`src/rtl/fgpio_pkg.sv`:
```
package fgpio_pkg;

  localparam int unsigned OFS_W = 4;

  localparam logic [OFS_W-1:0] OFS_DIR  = 4'h0;
  localparam logic [OFS_W-1:0] OFS_DATA = 4'h2;
  localparam logic [OFS_W-1:0] OFS_ENA  = 4'h4;
  localparam logic [OFS_W-1:0] OFS_CLR  = 4'h6;
  localparam logic [OFS_W-1:0] OFS_SET  = 4'hA;
  localparam logic [OFS_W-1:0] OFS_TOG  = 4'hE;

  typedef enum logic [2:0] {
    ACC_NONE,
    ACC_DIR,
    ACC_DATA,
    ACC_ENA,
    ACC_CLR,
    ACC_SET,
    ACC_TOG
  } acc_e;

  function automatic acc_e decode_ofs(input logic [OFS_W-1:0] ofs);
    acc_e k;
    case (ofs)
      OFS_DIR:  k = ACC_DIR;
      OFS_DATA: k = ACC_DATA;
      OFS_ENA:  k = ACC_ENA;
      OFS_CLR:  k = ACC_CLR;
      OFS_SET:  k = ACC_SET;
      OFS_TOG:  k = ACC_TOG;
      default:  k = ACC_NONE;
    endcase
    return k;
  endfunction

  function automatic logic is_data_view(input acc_e k);
    return (k == ACC_DATA) || (k == ACC_CLR) || (k == ACC_SET) || (k == ACC_TOG);
  endfunction

endpackage

```
`src/rtl/fgpio_sync.sv`:
```
module fgpio_sync #(
  parameter int unsigned W      = 16,
  parameter int unsigned STAGES = 2
) (
  input  logic         clk,
  input  logic         rst,
  input  logic [W-1:0] din,
  output logic [W-1:0] dout
);

  localparam int unsigned LAST = STAGES - 1;

  logic [W-1:0] stg [STAGES];

  always_ff @(posedge clk) begin
    if (rst) stg[0] <= '0;
    else     stg[0] <= din;
  end

  for (genvar s = 1; s < STAGES; s++) begin : g_stage
    always_ff @(posedge clk) begin
      if (rst) stg[s] <= '0;
      else     stg[s] <= stg[s-1];
    end
  end

  assign dout = stg[LAST];

endmodule

```
`src/rtl/fgpio_regs.sv`:
```
module fgpio_regs
  import fgpio_pkg::*;
#(
  parameter int unsigned W = 16
) (
  input  logic         clk,
  input  logic         rst,
  input  logic         wr_en,
  input  acc_e         acc,
  input  logic [W-1:0] wdata,
  output logic [W-1:0] dir_q,
  output logic [W-1:0] ena_q,
  output logic [W-1:0] dat_q
);

  logic [W-1:0] dat_nxt;

  always_comb begin
    dat_nxt = dat_q;
    case (acc)
      ACC_DATA: dat_nxt = wdata;
      ACC_SET:  dat_nxt = dat_q | wdata;
      ACC_CLR:  dat_nxt = dat_q & wdata;
      ACC_TOG:  dat_nxt = dat_q ^ wdata;
      default:  dat_nxt = dat_q;
    endcase
  end

  always_ff @(posedge clk) begin
    if (rst) begin
      dir_q <= '0;
      ena_q <= '0;
      dat_q <= '0;
    end else if (wr_en) begin
      if (acc == ACC_DIR) dir_q <= wdata;
      if (acc == ACC_ENA) ena_q <= wdata;
      dat_q <= dat_nxt;
    end
  end

endmodule

```
`src/rtl/fgpio_rdpath.sv`:
```
module fgpio_rdpath
  import fgpio_pkg::*;
#(
  parameter int unsigned W = 16
) (
  input  logic         clk,
  input  logic         rst,
  input  logic         rd_en,
  input  acc_e         acc,
  input  logic [W-1:0] dir_q,
  input  logic [W-1:0] ena_q,
  input  logic [W-1:0] dat_q,
  input  logic [W-1:0] pin_sync,
  output logic [W-1:0] rdata,
  output logic         rvalid
);

  logic [W-1:0] live;
  logic [W-1:0] rd_val;

  for (genvar gi = 0; gi < W; gi++) begin : g_bit
    assign live[gi] = (ena_q[gi] & ~dir_q[gi]) ? pin_sync[gi] : dat_q[gi];
  end

  always_comb begin
    if (is_data_view(acc))   rd_val = live;
    else if (acc == ACC_DIR) rd_val = dir_q;
    else if (acc == ACC_ENA) rd_val = ena_q;
    else                     rd_val = '0;
  end

  always_ff @(posedge clk) begin
    if (rst) begin
      rdata  <= '0;
      rvalid <= 1'b0;
    end else begin
      rvalid <= rd_en;
      if (rd_en) rdata <= rd_val;
    end
  end

endmodule

```
`src/rtl/fgpio_port.sv`:
```
module fgpio_port
  import fgpio_pkg::*;
#(
  parameter int unsigned PIN_W       = 16,
  parameter int unsigned SYNC_STAGES = 2
) (
  input  logic             clk,
  input  logic             rst,
  input  logic             wr_en,
  input  logic             rd_en,
  input  logic [OFS_W-1:0] addr,
  input  logic [PIN_W-1:0] wdata,
  output logic [PIN_W-1:0] rdata,
  output logic             rvalid,
  input  logic [PIN_W-1:0] pin_in,
  output logic [PIN_W-1:0] pin_oe,
  output logic [PIN_W-1:0] pin_out
);

  acc_e             acc;
  logic [PIN_W-1:0] dir_q;
  logic [PIN_W-1:0] ena_q;
  logic [PIN_W-1:0] dat_q;
  logic [PIN_W-1:0] pin_sync;

  assign acc = decode_ofs(addr);

  fgpio_sync #(.W(PIN_W), .STAGES(SYNC_STAGES)) u_sync (
    .clk  (clk),
    .rst  (rst),
    .din  (pin_in),
    .dout (pin_sync)
  );

  fgpio_regs #(.W(PIN_W)) u_regs (
    .clk   (clk),
    .rst   (rst),
    .wr_en (wr_en),
    .acc   (acc),
    .wdata (wdata),
    .dir_q (dir_q),
    .ena_q (ena_q),
    .dat_q (dat_q)
  );

  fgpio_rdpath #(.W(PIN_W)) u_rd (
    .clk      (clk),
    .rst      (rst),
    .rd_en    (rd_en),
    .acc      (acc),
    .dir_q    (dir_q),
    .ena_q    (ena_q),
    .dat_q    (dat_q),
    .pin_sync (pin_sync),
    .rdata    (rdata),
    .rvalid   (rvalid)
  );

  assign pin_oe  = ena_q & dir_q;
  assign pin_out = dat_q;

endmodule

```
`config.mk`:
```
export PLATFORM = sky130hd
export DESIGN_NAME = fgpio_port
export DESIGN_NICKNAME = d
export VERILOG_FILES = /design/src/rtl/fgpio_pkg.sv /design/src/rtl/fgpio_sync.sv /design/src/rtl/fgpio_regs.sv /design/src/rtl/fgpio_rdpath.sv /design/src/rtl/fgpio_port.sv
export SDC_FILE = /design/constraint.sdc
export NUM_CORES = 1
export LEC_CHECK = 0
export ABC_CLOCK_PERIOD_IN_PS = 3200
export BUFFER_PORTS_ARGS = -buffer_cell sky130_fd_sc_hd__buf_2
export CORE_MARGIN = 2
export CORE_UTILIZATION = 50
export CTS_BUF_LIST = sky130_fd_sc_hd__clkbuf_8
export DETAILED_ROUTE_END_ITERATION = 16
export PLACE_DENSITY = 0.8
export SLEW_MARGIN = 20
export SYNTH_ARGS = -nofsm -noshare
export SYNTH_HDL_FRONTEND = slang
export SYNTH_HIERARCHICAL = 1
export SYNTH_SLANG_ARGS = --single-unit
```
`constraint.sdc`:
```
create_clock -name clk -period 3.2 [get_ports clk]
set_input_delay 0.64 -clock clk [delete_from_list [all_inputs] [get_ports clk]]
set_output_delay 0.64 -clock clk [all_outputs]
set_load 0.05 [all_outputs]
```
# After elaboration in Yosys (flattened, before gate mapping)
# Memory sizes are Yosys's and may differ from the RTL's.
# Index checks and enable logic that the tools add are counted.
[totals] regBits=65 ram_bits=32 inputBits=40 output_inout_bits=49 memories=1
[mem_list] name="u_sync.stg" words=2 width=16 read_ports=2 rd_ports_with_merged_regs=0 wr=2 line="fgpio_sync.sv:13" rtl="logic [W-1:0] stg [STAGES];"
[op_classes] eq_ne=11 n_mux=26 bitwise=38 n_reduce_logical=8
[op_table] op="16-bit 2-to-1 mux" count=5
[op_table] op="16-bit case mux with 4 select lines" count=1
[op_table] op="16-bit bitwise AND" count=2
[op_table] op="1-bit 2-to-1 mux" count=19
[op_table] op="3-bit case mux with 6 select lines" count=1
[op_table] op="1-bit bitwise AND" count=16
[op_table] op="1-bit inverter" count=16
[op_table] op="16-bit bitwise OR" count=1
[op_table] op="16-bit bitwise XOR" count=1
[op_table] op="3-bit equality test (second input constant)" count=3
[op_table] op="4-bit by 3-bit equality test with 1-bit output (second input constant)" count=2
[op_table] op="4-bit equality test (second input constant)" count=2
[op_table] op="3-bit by 2-bit equality test with 1-bit output (second input constant)" count=2
[op_table] op="2-bit AND reduction" count=3
[op_table] op="4-bit by 2-bit equality test with 1-bit output (second input constant)" count=1
[op_table] op="4-bit zero test" count=1
[op_table] op="4-bit nonzero test" count=1
[op_table] op="3-bit by 1-bit equality test with 1-bit output (second input constant)" count=1
[op_table] op="1-bit logical OR" count=3
[op_table] op="1-bit bitwise OR" count=2

# Longest topological paths before layout
[depth] depth_word=7 depth_mapped=8

# Hierarchy
# The synthesis kept the hierarchy.
[by_module_without_submodules] mod="fgpio_regs" n_inst=1 cells_each=343 area_each_um2=2952.8 seq_area_each_um2=960.9
[by_module_without_submodules] mod="fgpio_rdpath" n_inst=1 cells_each=128 area_each_um2=1301.2 seq_area_each_um2=340.3
[by_module_without_submodules] mod="fgpio_sync" n_inst=1 cells_each=67 area_each_um2=863.3 seq_area_each_um2=640.6
[by_module_without_submodules] mod="fgpio_port" n_inst=1 cells_each=26 area_each_um2=163.9 seq_area_each_um2=0.0

# Worst setup path before layout
# OpenSTA, ideal clock, no wires.
[synth_timing] kind="input-to-reg" startpoint="input port addr[1]" endpoint="register u_regs.dat_q[11]" setup_time_ps=148 t_arrival_ps=2257 required_ps=3052 slack_ps=794 stages=7 n_path_buf=2 cell_sequence="or4b_1 > o31ai_1 > buf_6 > buf_2 > or3b_2 > o311ai_0 > a221oi_2"
[synth_between] elab_chain_len=5 word_cells_on_any_way=14
[synth_lines] item="start, declared" line="fgpio_port.sv:11" rtl="input logic [OFS_W-1:0] addr,"
[synth_lines] item="4-bit equality test (tied with other cells)" line="fgpio_pkg.sv:24" rtl="case (ofs)"
[synth_lines] item="3-bit case mux with 6 select lines *" line="fgpio_pkg.sv:24"
[synth_lines] item="named net acc[1]" line="fgpio_port.sv:20" rtl="acc_e acc;"
[synth_lines] item="3-bit equality test or 3-bit by 2-bit equality test with 1-bit output (tied branches)" line="fgpio_regs.sv:20" rtl="case (acc)"
[synth_lines] item="4-bit nonzero test (no line)"
[synth_lines] item="2-bit AND reduction (no line)"
[synth_lines] item="end signal, assigned" line="fgpio_regs.sv:37" rtl="dat_q <= dat_nxt;"
[synth_lines] item="end, declared" line="fgpio_regs.sv:13" rtl="output logic [W-1:0] dat_q"
# The timed path passes the listed nets; every way through them passes the cells marked *.
# A chain may end at the register's enable or synchronous reset.

# Final worst setup path
[layout_timing] startpoint="input port addr[0]" endpoint="register u_regs.dat_q[10]"
# Same word-level chain as after synthesis.

==> metrics.yaml <==
status: "finished clean"
remaining_drc_errors: 0
die_w_um: 107
synth.most_common_cell: "dfxtp_1"
hold_class: "reg2reg"
avgRoutedWirePerCell_um: 16.7
area_growth_pct: 12.1
grt_max_degree: 67
grt_pass1_wl_mm: 20.2
tns_ps: 0
min_delay_worst_endpoint: "u_sync/stg[1][14]$_SDFF_PP0_"
synth_area_leaders: "dfxtp_1 37%, nor2b_1 7.9%, ha_1 7.6%"
synthFlopType: "dfxtp_1"
start_util_pct: 51.4
overflow: 0
drt_first_pass_iters: 5
num_vias: 4325
ys_types: 41
cts.sinks: 97
maxCapViolations: 0
final_cell_area_um2: 5920
ys_ff_latch: 97
reg2regPathDepth: 5
drt_iter0_drc: 380
clock_skew_ps: 9.36
final_nets: 703
p_sw_share_pct: 29.9
start_kind: "primary input"
root_buffer: "clkbuf_8"
fp.dieH_um: 107
synth_top_cells_by_count: "97 x dfxtp_1, 67 x nor2b_1, 64 x nand2_1, 33 x a21oi_1, 33 x inv_1"
startpoint: "addr[0]"
crit_type: "in2reg"
p_int_w: 0.00180
p_seq_share_pct: 50.5
antenna_left: 0
worst_slew_pin_slew_ps: 937
cp_max_fo: 24
p_sw_w: 0.000767
place_ws_ps: 115
clkTransAtPathRegs_ps: 90
regToRegSetupSlack_ps: 1520
dp_hpwl_mm: 8.85
p_per_area_nw_per_um2: 434
yosysSeqAreaShare_pct: 36.8
final-max-slew-violation-count: 0
cts_resized: 0
syn_avg_cell_area_um2: 9.36
syn-instance-count: 564
leakage_nw: 2.47
place.gp.congestion: 0.897
die-area_um2: 11400
seqCellArea_um2: 1940
netlist_area_um2: 5280
antenna_cells: 0
min_delay_path_depth: 1
grt.total_usage_pct: 22.3
synthArstFlopShare_pct: 0
cts_hold_buffers: 0
cts_tree: "yes"
fin_crit_sh_pct: 86.4
drive_gt1_share_pct: 25.8
arrival_ps: 2960
syn-num-nets: 636
num_rows: 37
hold_viol: 0
postLayoutCoreUtil_pct: 57.6
ios: 89
required_ps: 3400
dpl_cell_area_um2: 5720
setup_viol: 0
p_total_w: 0.00257
rsz0062_at_grt: "no"
cts_setup_buffers: 0
via_per_inst: 5.61
p_clk_share_pct: 31.0
setup_ws_ps: 435
clock.fmax_mhz: 362
synth_edf_count: 0
core_area_um2: 10300
r2r-end: "u_regs/dat_q[5]$_SDFFE_PP0P_"
clk_latency_ps: 350
multi_input_area_um2: 2940
ir_worst_vdd_v: 0.000251
end_kind: "flop"
fillers: 926
cts_buffers: 9
reg2reg_from: "u_regs/dat_q[5]$_SDFFE_PP0P_"
wirelength_mm: 12.9
cts_max_path_buffers: 2
ys_warn_count: 6
synth_top_cell_area_share_pct: 36.8
antenna_found_initial: 0
fin_crit_ps: 2760
htreeDepth: 3
min_from: "u_sync/stg[0][14]$_SDFF_PP0_"
grt_pass1_vias: 3984
io_buffer_count: 88
yosysTopAreaCell: "dfxtp_1"
relSlewSlack_pct: 37.6
p_comb_share_pct: 18.4
## power by group through the flow
| stage | Sequential [W] | Combinational, W | Clock, W |
|---|---|---|---|
| floorplan | 0.00141 | 0.000260 | 0 |
| global placement | 0.00132 | 0.000451 | 0 |
| detailed placement | 0.00132 | 0.000467 | 0 |
| CTS | 0.00130 | 0.000469 | 0.000812 |
| global route | 0.00130 | 0.000512 | 0.000850 |
| finish | 0.00130 | 0.000473 | 0.000796 |
## per-stage QoR
step                hold slack [ps]  cells
floorplan                       414    564
global placement                418    756
detailed placement              422    756
CTS                             444    771
global route                    448    771
finish                          441    771
## layer usage
layer	routed length (um)	up-vias	track usage, %
li1	-	2088	-
met5	0	-	0
met4	198	0	6.59
met1	5920	2053	31.4
met3	798	16	3.53
met2	5950	168	35.2
## how the worst max path moves through the flow
| stage | to | slack [ps] | cells after the start |
|---|---|---|---|
| 2_1_floorplan | u_regs/dat_q[11]$_SDFFE_PP0P_ | 790 | 7 |
| 3_3_place_gp | u_regs/dat_q[10]$_SDFFE_PP0P_ | 220 | 7 |
| 3_5_place_dp | u_regs/dat_q[10]$_SDFFE_PP0P_ | 120 | 7 |
| 4_1_cts | u_regs/dat_q[10]$_SDFFE_PP0P_ | 470 | 7 |
| 5_1_grt | u_regs/dat_q[10]$_SDFFE_PP0P_ | 230 | 7 |
| 6_report | u_regs/dat_q[10]$_SDFFE_PP0P_ | 440 | 7 |
## cell families (layout without fill, tap and decap cells)
| kind of cell | count (synthesis) | after routing | synth area share [%] |
|---|---|---|---|
| AO/OA/AOI/OAI | 100 | 100 | 16.4 |
| buffers and inverters | 78 | 149 | 8.08 |
| flip-flops | 97 | 97 | 36.8 |
| adder cells (fa/ha/maj) | 32 | 32 | 7.58 |
| AND/OR/NAND/NOR | 225 | 225 | 25.1 |
| multiplexers | 32 | 32 | 6.06 |
## layout make-up
cell class / count / area share, %
tap: 136 / 2.88
multi-input combinational: 389 / 49.6
inverter: 34 / 2.16
clock buffer: 10 / 2.33
timing repair buffer: 100 / 9.22
sequential: 97 / 32.8
clock inverter: 5 / 0.973
## sequential cells by signal, summed over array words and instances, names as in the netlist
name,flops
u_regs/dat_q,16
u_rd/rdata,16
u_regs/dir_q,16
u_rd/rvalid,1
u_regs/ena_q,16
u_sync/stg,32
## cells in the final DEF (no fill, tap or decap), drive strengths merged, types with 16 or more instances in the layout
master | synthesis | routed
dfxtp | 97 | 97
inv | 33 | 34
nor2b | 67 | 67
nor3 | 16 | 16
nor2 | 18 | 18
buf | 28 | 100
a21oi | 33 | 33
mux2i | 32 | 32
and2 | 16 | 16
a221oi | 32 | 32
or3b | 16 | 16
o221a | 16 | 16
o311ai | 16 | 16
nand2 | 65 | 65
ha | 32 | 32
## worst max-delay path, cell delays in order
cell      delay (ps)
buf_2            130
or2b_1           270
o31ai_4          760
nand2b_1         400
buf_4            290
a221oi_1         360
a221oi_2         100
No activity file was read; power rests on OpenSTA's default activity.
